`config.mk`:
```
export PLATFORM = sky130hd
export DESIGN_NAME = send_sequencer
export DESIGN_NICKNAME = d
export VERILOG_FILES = /design/src/rtl/sendseq_pkg.sv /design/src/rtl/sendseq_ctrl.sv /design/src/rtl/sendseq_dp.sv /design/src/rtl/send_sequencer.sv
export SDC_FILE = /design/constraint.sdc
export NUM_CORES = 1
export LEC_CHECK = 0
export ABC_AREA = 1
export BUFFER_PORTS_ARGS = -buffer_cell sky130_fd_sc_hd__buf_2
export CORE_MARGIN = 2
export CORE_UTILIZATION = 25
export CTS_BUF_LIST = sky130_fd_sc_hd__clkbuf_4 sky130_fd_sc_hd__clkbuf_8
export DETAILED_ROUTE_END_ITERATION = 10
export SYNTH_ARGS = -nofsm -noshare
export SYNTH_HDL_FRONTEND = slang
export SYNTH_SLANG_ARGS = --single-unit
```
`constraint.sdc`:
```
create_clock -name clk -period 2.1 [get_ports clk]
set_input_delay 0.315 -clock clk [delete_from_list [all_inputs] [get_ports clk]]
set_output_delay 0.315 -clock clk [all_outputs]
set_load 0.005 [all_outputs]
```
`src/rtl/sendseq_pkg.sv`:
```
package sendseq_pkg;

  typedef enum logic [1:0] {
    OP_OTHER      = 2'b00,
    OP_SEND       = 2'b01,
    OP_SET_INNER  = 2'b10,
    OP_TAKE_INNER = 2'b11
  } instOp_e;

  typedef enum logic [1:0] {
    SRC_LITERAL  = 2'b00,
    SRC_FOREVER  = 2'b01,
    SRC_DATA     = 2'b10,
    SRC_DATA_ALT = 2'b11
  } countSrc_e;

  // strobes from control to the counter datapath
  typedef struct packed {
    logic stepDown;
    logic clearCount;
    logic loadCount;
  } cntStrobe_t;

endpackage

```
`src/rtl/sendseq_ctrl.sv`:
```
module sendseq_ctrl
  import sendseq_pkg::*;
(
  input  logic       clk,
  input  logic       rstN,
  input  logic       instValid,
  input  logic [1:0] instOp,
  input  logic       dataSuccEmpty,
  input  logic       tokenSuccEmpty,
  input  logic       abortReq,
  input  logic       countIsZero,
  output logic       fire,
  output logic       done,
  output logic       takeWrite,
  output cntStrobe_t strobe
);

  instOp_e opCode;
  logic    isSend;
  logic    slotsFree;

  assign opCode    = instOp_e'(instOp);
  assign isSend    = instValid && (opCode == OP_SEND);
  assign slotsFree = dataSuccEmpty && tokenSuccEmpty;

  always_comb begin
    fire      = isSend && slotsFree;
    done      = instValid && (!isSend || abortReq || (fire && countIsZero));
    takeWrite = instValid && (opCode == OP_TAKE_INNER);
    strobe.clearCount = abortReq;
    strobe.loadCount  = instValid && (opCode == OP_SET_INNER) && !abortReq;
    strobe.stepDown   = fire && !abortReq;
  end

  // a stalled send must neither execute nor retire
  assert_stall_holds_R9: assert property (@(posedge clk) disable iff (!rstN)
    (isSend && !slotsFree && !abortReq) |-> (!fire && !done));

  // non-send instructions retire at once and never execute
  assert_nonsend_retires_R8: assert property (@(posedge clk) disable iff (!rstN)
    (instValid && !isSend) |-> (done && !fire));

endmodule

```
`src/rtl/sendseq_dp.sv`:
```
module sendseq_dp
  import sendseq_pkg::*;
#(
  parameter int DATA_W    = 16,
  parameter int MAX_COUNT = 12,
  parameter int CNT_W     = $clog2(MAX_COUNT + 1) + 1
) (
  input  logic              clk,
  input  logic              rstN,
  input  cntStrobe_t        strobe,
  input  logic [1:0]        setSrc,
  input  logic [CNT_W-2:0]  setLiteral,
  input  logic [DATA_W-1:0] dataIn,
  output logic [CNT_W-1:0]  innerCount,
  output logic              countIsZero,
  output logic              countIsInf,
  output logic [DATA_W-1:0] dataOut
);

  localparam logic [CNT_W-1:0] FOREVER = {CNT_W{1'b1}};
  localparam logic [CNT_W-1:0] MAXV    = CNT_W'(MAX_COUNT);

  logic [CNT_W-1:0] litWide;
  logic [CNT_W-1:0] dataLow;
  logic [CNT_W-1:0] loadValue;

  assign litWide     = {1'b0, setLiteral};
  assign dataLow     = dataIn[CNT_W-1:0];
  assign countIsZero = (innerCount == '0);
  assign countIsInf  = (innerCount == FOREVER);
  assign dataOut     = {dataIn[DATA_W-1:CNT_W], innerCount};

  always_comb begin
    case (countSrc_e'(setSrc))
      SRC_LITERAL: loadValue = (litWide > MAXV) ? MAXV : litWide;
      SRC_FOREVER: loadValue = FOREVER;
      default: begin
        if (dataLow == FOREVER)   loadValue = FOREVER;
        else if (dataLow > MAXV)  loadValue = MAXV;
        else                      loadValue = dataLow;
      end
    endcase
  end

  always_ff @(posedge clk) begin
    if (!rstN) begin
      innerCount <= '0;
    end else if (strobe.clearCount) begin
      innerCount <= '0;
    end else if (strobe.loadCount) begin
      innerCount <= loadValue;
    end else if (strobe.stepDown && !countIsZero && !countIsInf) begin
      innerCount <= innerCount - 1'b1;
    end
  end

  assert_forever_sticky_R4: assert property (@(posedge clk) disable iff (!rstN)
    (countIsInf && !strobe.clearCount && !strobe.loadCount) |=> countIsInf);

  assert_step_by_one_R3: assert property (@(posedge clk) disable iff (!rstN)
    (strobe.stepDown && !countIsZero && !countIsInf && !strobe.clearCount && !strobe.loadCount)
      |=> (innerCount == $past(innerCount) - CNT_W'(1)));

  assert_clear_wins_R5: assert property (@(posedge clk) disable iff (!rstN)
    strobe.clearCount |=> countIsZero);

  assert_count_in_range_R6: assert property (@(posedge clk) disable iff (!rstN)
    (innerCount <= MAXV) || countIsInf);

endmodule

```
`src/rtl/send_sequencer.sv`:
```
module send_sequencer
  import sendseq_pkg::*;
#(
  parameter int DATA_W    = 16,
  parameter int MAX_COUNT = 12,
  parameter int CNT_W     = $clog2(MAX_COUNT + 1) + 1
) (
  input  logic              clk,
  input  logic              rstN,
  input  logic              instValid,
  input  logic [1:0]        instOp,
  input  logic [1:0]        setSrc,
  input  logic [CNT_W-2:0]  setLiteral,
  input  logic [DATA_W-1:0] dataIn,
  input  logic              dataSuccEmpty,
  input  logic              tokenSuccEmpty,
  input  logic              abortReq,
  output logic              fire,
  output logic              done,
  output logic              dataWrite,
  output logic [DATA_W-1:0] dataOut
);

  cntStrobe_t       strobe;
  logic             countIsZero;
  logic             countIsInf;
  logic [CNT_W-1:0] innerCount;

  sendseq_ctrl uCtrl (
    .clk            (clk),
    .rstN           (rstN),
    .instValid      (instValid),
    .instOp         (instOp),
    .dataSuccEmpty  (dataSuccEmpty),
    .tokenSuccEmpty (tokenSuccEmpty),
    .abortReq       (abortReq),
    .countIsZero    (countIsZero),
    .fire           (fire),
    .done           (done),
    .takeWrite      (dataWrite),
    .strobe         (strobe)
  );

  sendseq_dp #(
    .DATA_W    (DATA_W),
    .MAX_COUNT (MAX_COUNT),
    .CNT_W     (CNT_W)
  ) uDp (
    .clk         (clk),
    .rstN        (rstN),
    .strobe      (strobe),
    .setSrc      (setSrc),
    .setLiteral  (setLiteral),
    .dataIn      (dataIn),
    .innerCount  (innerCount),
    .countIsZero (countIsZero),
    .countIsInf  (countIsInf),
    .dataOut     (dataOut)
  );

  assert_fire_needs_slots_R2: assert property (@(posedge clk) disable iff (!rstN)
    fire |-> (instValid && dataSuccEmpty && tokenSuccEmpty));

  assert_forever_never_retires_R4: assert property (@(posedge clk) disable iff (!rstN)
    (countIsInf && fire && !abortReq) |-> !done);

  assert_readout_keeps_upper_R7: assert property (@(posedge clk) disable iff (!rstN)
    dataWrite |-> (dataOut[DATA_W-1:CNT_W] == dataIn[DATA_W-1:CNT_W]));

endmodule

```
# == Yosys cells after proc, flatten, opt, wreduce, memory -nomap -nowiden ==
# Cells that the tools add are included.
# totals
inputBits,30
word_cells,38
output_inout_bits,19
reg_bits,5
# classes
n_eq_ne,6
add_sub_neg,1
bitwise_logic,1
order_cmp,2
n_reduce_logical,21
n_mux,6
# op_table
operator,n
two-way mux 5 bit,4
logical AND 1 bit,11
equality test 5 bit (second input constant),2
one-hot mux 5 bit (2 select lines),1
greater-than comparator 5 x 4 -> 1 bit (second input constant),1
zero test 5 bit,1
subtractor 5 x 1 -> 5 bit (second input constant),1
equality test 2 x 1 -> 1 bit (second input constant),2
equality test 2 bit (second input constant),2
greater-than comparator 4 bit (second input constant),1
zero test 1 bit,4
two-way mux 4 bit,1
zero test 2 bit,1
logical OR 1 bit,2
nonzero test 2 bit,1
OR reduction 2 bit,1
NOT 1 bit,1

# == Depth between registers and ports, before layout ==
# logic_depth
ltp_word,8
mapped_depth,9

# == Modules after synthesis ==
# A second synthesis with hierarchy kept.
# hier_totals
hier_cells,122
hier_area_um2,723.2
# by_module_without_submodules
module,seq_area_each_um2,instances,area_each_um2,cells_per_inst
sendseq_dp,100.1,1,651.9,106
sendseq_ctrl,0.0,1,71.3,16

# == Worst setup path after synthesis ==
# OpenSTA, ideal clock, no wires.
# synth_path
path_type,register to output
from,register uDp.innerCount[0]
to,output port done
n_path_buf,0
t_arrival_ns,0.998
path_slack_ns,0.787
stages_incl_launch_ff,7
cell_sequence,dfxtp_1 > inv_1 > ha_1 > nand3b_2 > inv_1 > nand2_1 > a21boi_1
# synth_between
elab_chain_len,4
# synth_rtl
item,line_no,source
start: declaration,sendseq_dp.sv:14,"output logic [CNT_W-1:0] innerCount,"
start signal: assignment,sendseq_dp.sv:51,innerCount <= loadValue;
start signal: assignment,sendseq_dp.sv:53,innerCount <= innerCount - 1'b1;
zero test 5 bit,sendseq_dp.sv:29,assign countIsZero = (innerCount == '0);
logical AND 1 bit,sendseq_ctrl.sv:28,done = instValid && (!isSend || abortReq || (fire && countIsZero));
logical OR 1 bit,sendseq_ctrl.sv:28,
logical AND 1 bit,sendseq_ctrl.sv:28,
end: declaration,send_sequencer.sv:19,"output logic done,"
# Every way passes these cells.

# == Worst setup path in the final report ==
# Ends and elaborated chain as after synthesis.

==> results.json <==
{
  "cts_setup_buffers": 0,
  "drv_slew": 0,
  "cp_slowest_cell": "dfxtp_1",
  "crit_family": "flip-flops",
  "netlist_instances": 122,
  "period_needed_ns": 1.70,
  "antenna_left": 0,
  "layout-drive-gt1-share": 0.321,
  "diodes": 0,
  "final-hold-violation-count": 0,
  "num-nets-final": 173,
  "coreArea_um2": 2690,
  "yosysSeqAreaShare": 0.145,
  "ios": 49,
  "cts_tree": "done",
  "cpMostUsedCell": "inv_1",
  "finalWirelength_um": 1490,
  "fp.dieH_um": 56.6,
  "dieArea_um2": 3200,
  "yosysMostFrequentCell": "nand2_1",
  "syn_area_per_cell_um2": 5.66,
  "power.leakage_uw": 0.000462,
  "numCtsBuffers": 3,
  "vias_per_cell": 4.23,
  "fill_cells": 333,
  "timing_worst_setup_path_type": "reg2out",
  "synth_cell_types": 22,
  "end_kind": "output pin",
  "ys_ff_latch": 5,
  "drt_iter0_markers": 16,
  "rsz0062_at_grt": "false",
  "start_util": 0.257,
  "slew_headroom": 0.799,
  "power.density_nw_per_um2": 372,
  "hold_class": "in2reg",
  "synth_top_area_frac": 0.185,
  "reg_top3": "uDp.innerCount: 5 flops",
  "cp.required_ns": 1.78,
  "worstPathCellList": "inv_1 > ha_1 > nand3b_2 > inv_1 > nand2_1 > a21boi_1 > buf_2",
  "track_usage": 0.0932,
  "worst-path-max-fanout": 4,
  "setup_viol": 0,
  "slowest_delay_ns": 0.32,
  "synth-edff-count": 0,
  "synth_warnings": 0,
  "status": "finished, final reports clean",
  "top_register": "uDp.innerCount",
  "setup_tns_ns": 0,
  "synthTopCellsByArea": "nand2_1 18%, dfxtp_1 14%, buf_4 12%, nor2_1 11%, inv_1 7.6%",
  "grt_max_degree": 13,
  "grt-ovfl-total": 0,
  "yosysTopAreaCell": "nand2_1",
  "cts_sinks": 5,
  "yosys-top-cells-count": "34 x nand2_1, 21 x nor2_1, 14 x inv_1",
  "drt_pass1_iterations": 4,
  "vias": 723,
  "critPathBufInv": 3,
  "final_core_util": 0.296,
  "postCtsHoldBufs": 0,
  "grt_pass1_vias": 634,
  "clkTransAtPathRegs_ns": 0.04,
  "std_cell_rows": 19,
  "ir_drop_mv": 0.226,
  "portBuffers": 26,
  "skew_ns": 0.00274,
  "worstSetupStartpointType": "register",
  "crit_arrival_ns": 1.38,
  "gp_congestion": 0.802,
  "fp.dieW_um": 56.6,
  "drc_errors": 0,
  "cts_resized": 0,
  "clockRootBuffer": "clkbuf_4",
  "syn_area_um2": 691,
  "dp_hpwl_um": 1270,
  "cap_violations": 0,
  "fin_crit_sh": 0.808,
  "tightest_slew_ns": 0.300,
  "insertion_delay_ns": 0.24,
  "syn2layout_area_growth_pct": 15.2,
  "post_drt_wl_per_cell_um": 8.71,
  "synthFlopType": "dfxtp_1",
  "syn-num-nets": 154,
  "cts_buffer_depth": 2,
  "synthArstFlopShare": 0,
  "grt_pass1_wl_um": 2500,
  "ctsHtreeMaxLevel": 1,
  "fmax_mhz": 590,
  "largest_reg_flops": 5,
  "grt_antenna_before_repair": 0
}
layout by cell type, fill, tap and decap left out, drive strengths merged:
cell type / Yosys / layout
nand2: 38 / 38
buf: 12 / 26
nor2: 26 / 26
inv: 17 / 17
nand3: 9 / 9
dfxtp: 5 / 5
o21ai: 5 / 5
clkbuf: 0 / 4
a21boi: 2 / 2
a21oi: 2 / 2
ha: 2 / 2
nor3: 2 / 2
nand3b: 1 / 1
xor2: 1 / 1
path summary, 6_finish.rpt:
kind                                   startpoint                 to  slack [ns]  depth (start not counted)
worst max-delay path            uDp.innerCount[0]               done        0.40                          7
worst min-delay path                         rstN  uDp.innerCount[0]        0.44                          5
worst max register to register  uDp.innerCount[0]  uDp.innerCount[1]        0.71                          8
worst min register to register  uDp.innerCount[4]  uDp.innerCount[4]        0.54                          2
through the flow:
step	std cells	power [uW]	hold slack, ns	setup WS, ns	instance area, um2
2_1_floorplan	122	162	0.506	0.787	691
3_3_place_gp	167	177	0.528	0.675	766
3_5_place_dp	167	177	0.532	0.643	766
4_1_cts	171	303	0.427	0.381	796
5_1_grt	171	318	0.482	0.274	796
6_report	171	296	0.441	0.404	796
report_power, final:
group | total (uW) | internal [uW] | switching [uW] | leakage [uW]
Sequential | 98.8 | 96.8 | 1.99 | 0.0000404
Clock | 121 | 84.5 | 36.6 | 0.0000184
Combinational | 75.8 | 33.1 | 42.7 | 0.000403
routing by layer:
metal | vias up | global-route usage | share of wire
met3 | 0 | 0.0346 | 0.082
met1 | 303 | 0.109 | 0.44
met5 | - | 0 | 0
met2 | 20 | 0.164 | 0.48
li1 | 400 | - | -
met4 | 0 | 0.0136 | 0
cell families (layout without fill, tap and decap cells):
family	after synthesis	count (layout)	synth area share
adders and majority gates	2	2	0.0362
AOI/OAI and AO/OA	9	9	0.0725
buffers and inverters	29	47	0.228
xor gates and xnor gates	1	1	0.0127
DFF	5	5	0.145
and+or+nand+nor	76	76	0.505
final cells by class:
type                       count  area (um2)  share of cell area
timing repair buffer          26         130               0.164
tap                           31        38.8              0.0487
clock buffer                   4        30.0              0.0377
inverter                      17        63.8              0.0802
sequential                     5         100               0.126
multi-input combinational     88         433               0.544
worst register-to-register path, stage by stage, from the launching register on:
cell,delay [ns]
dfxtp_1,0.36
inv_1,0.10
ha_1,0.25
nand3b_2,0.12
nand3_2,0.14
nand2_4,0.12
inv_2,0.06
nor2_1,0.09
nor2_1,0.04
Note: power is estimated with default switching activity, not from simulation.
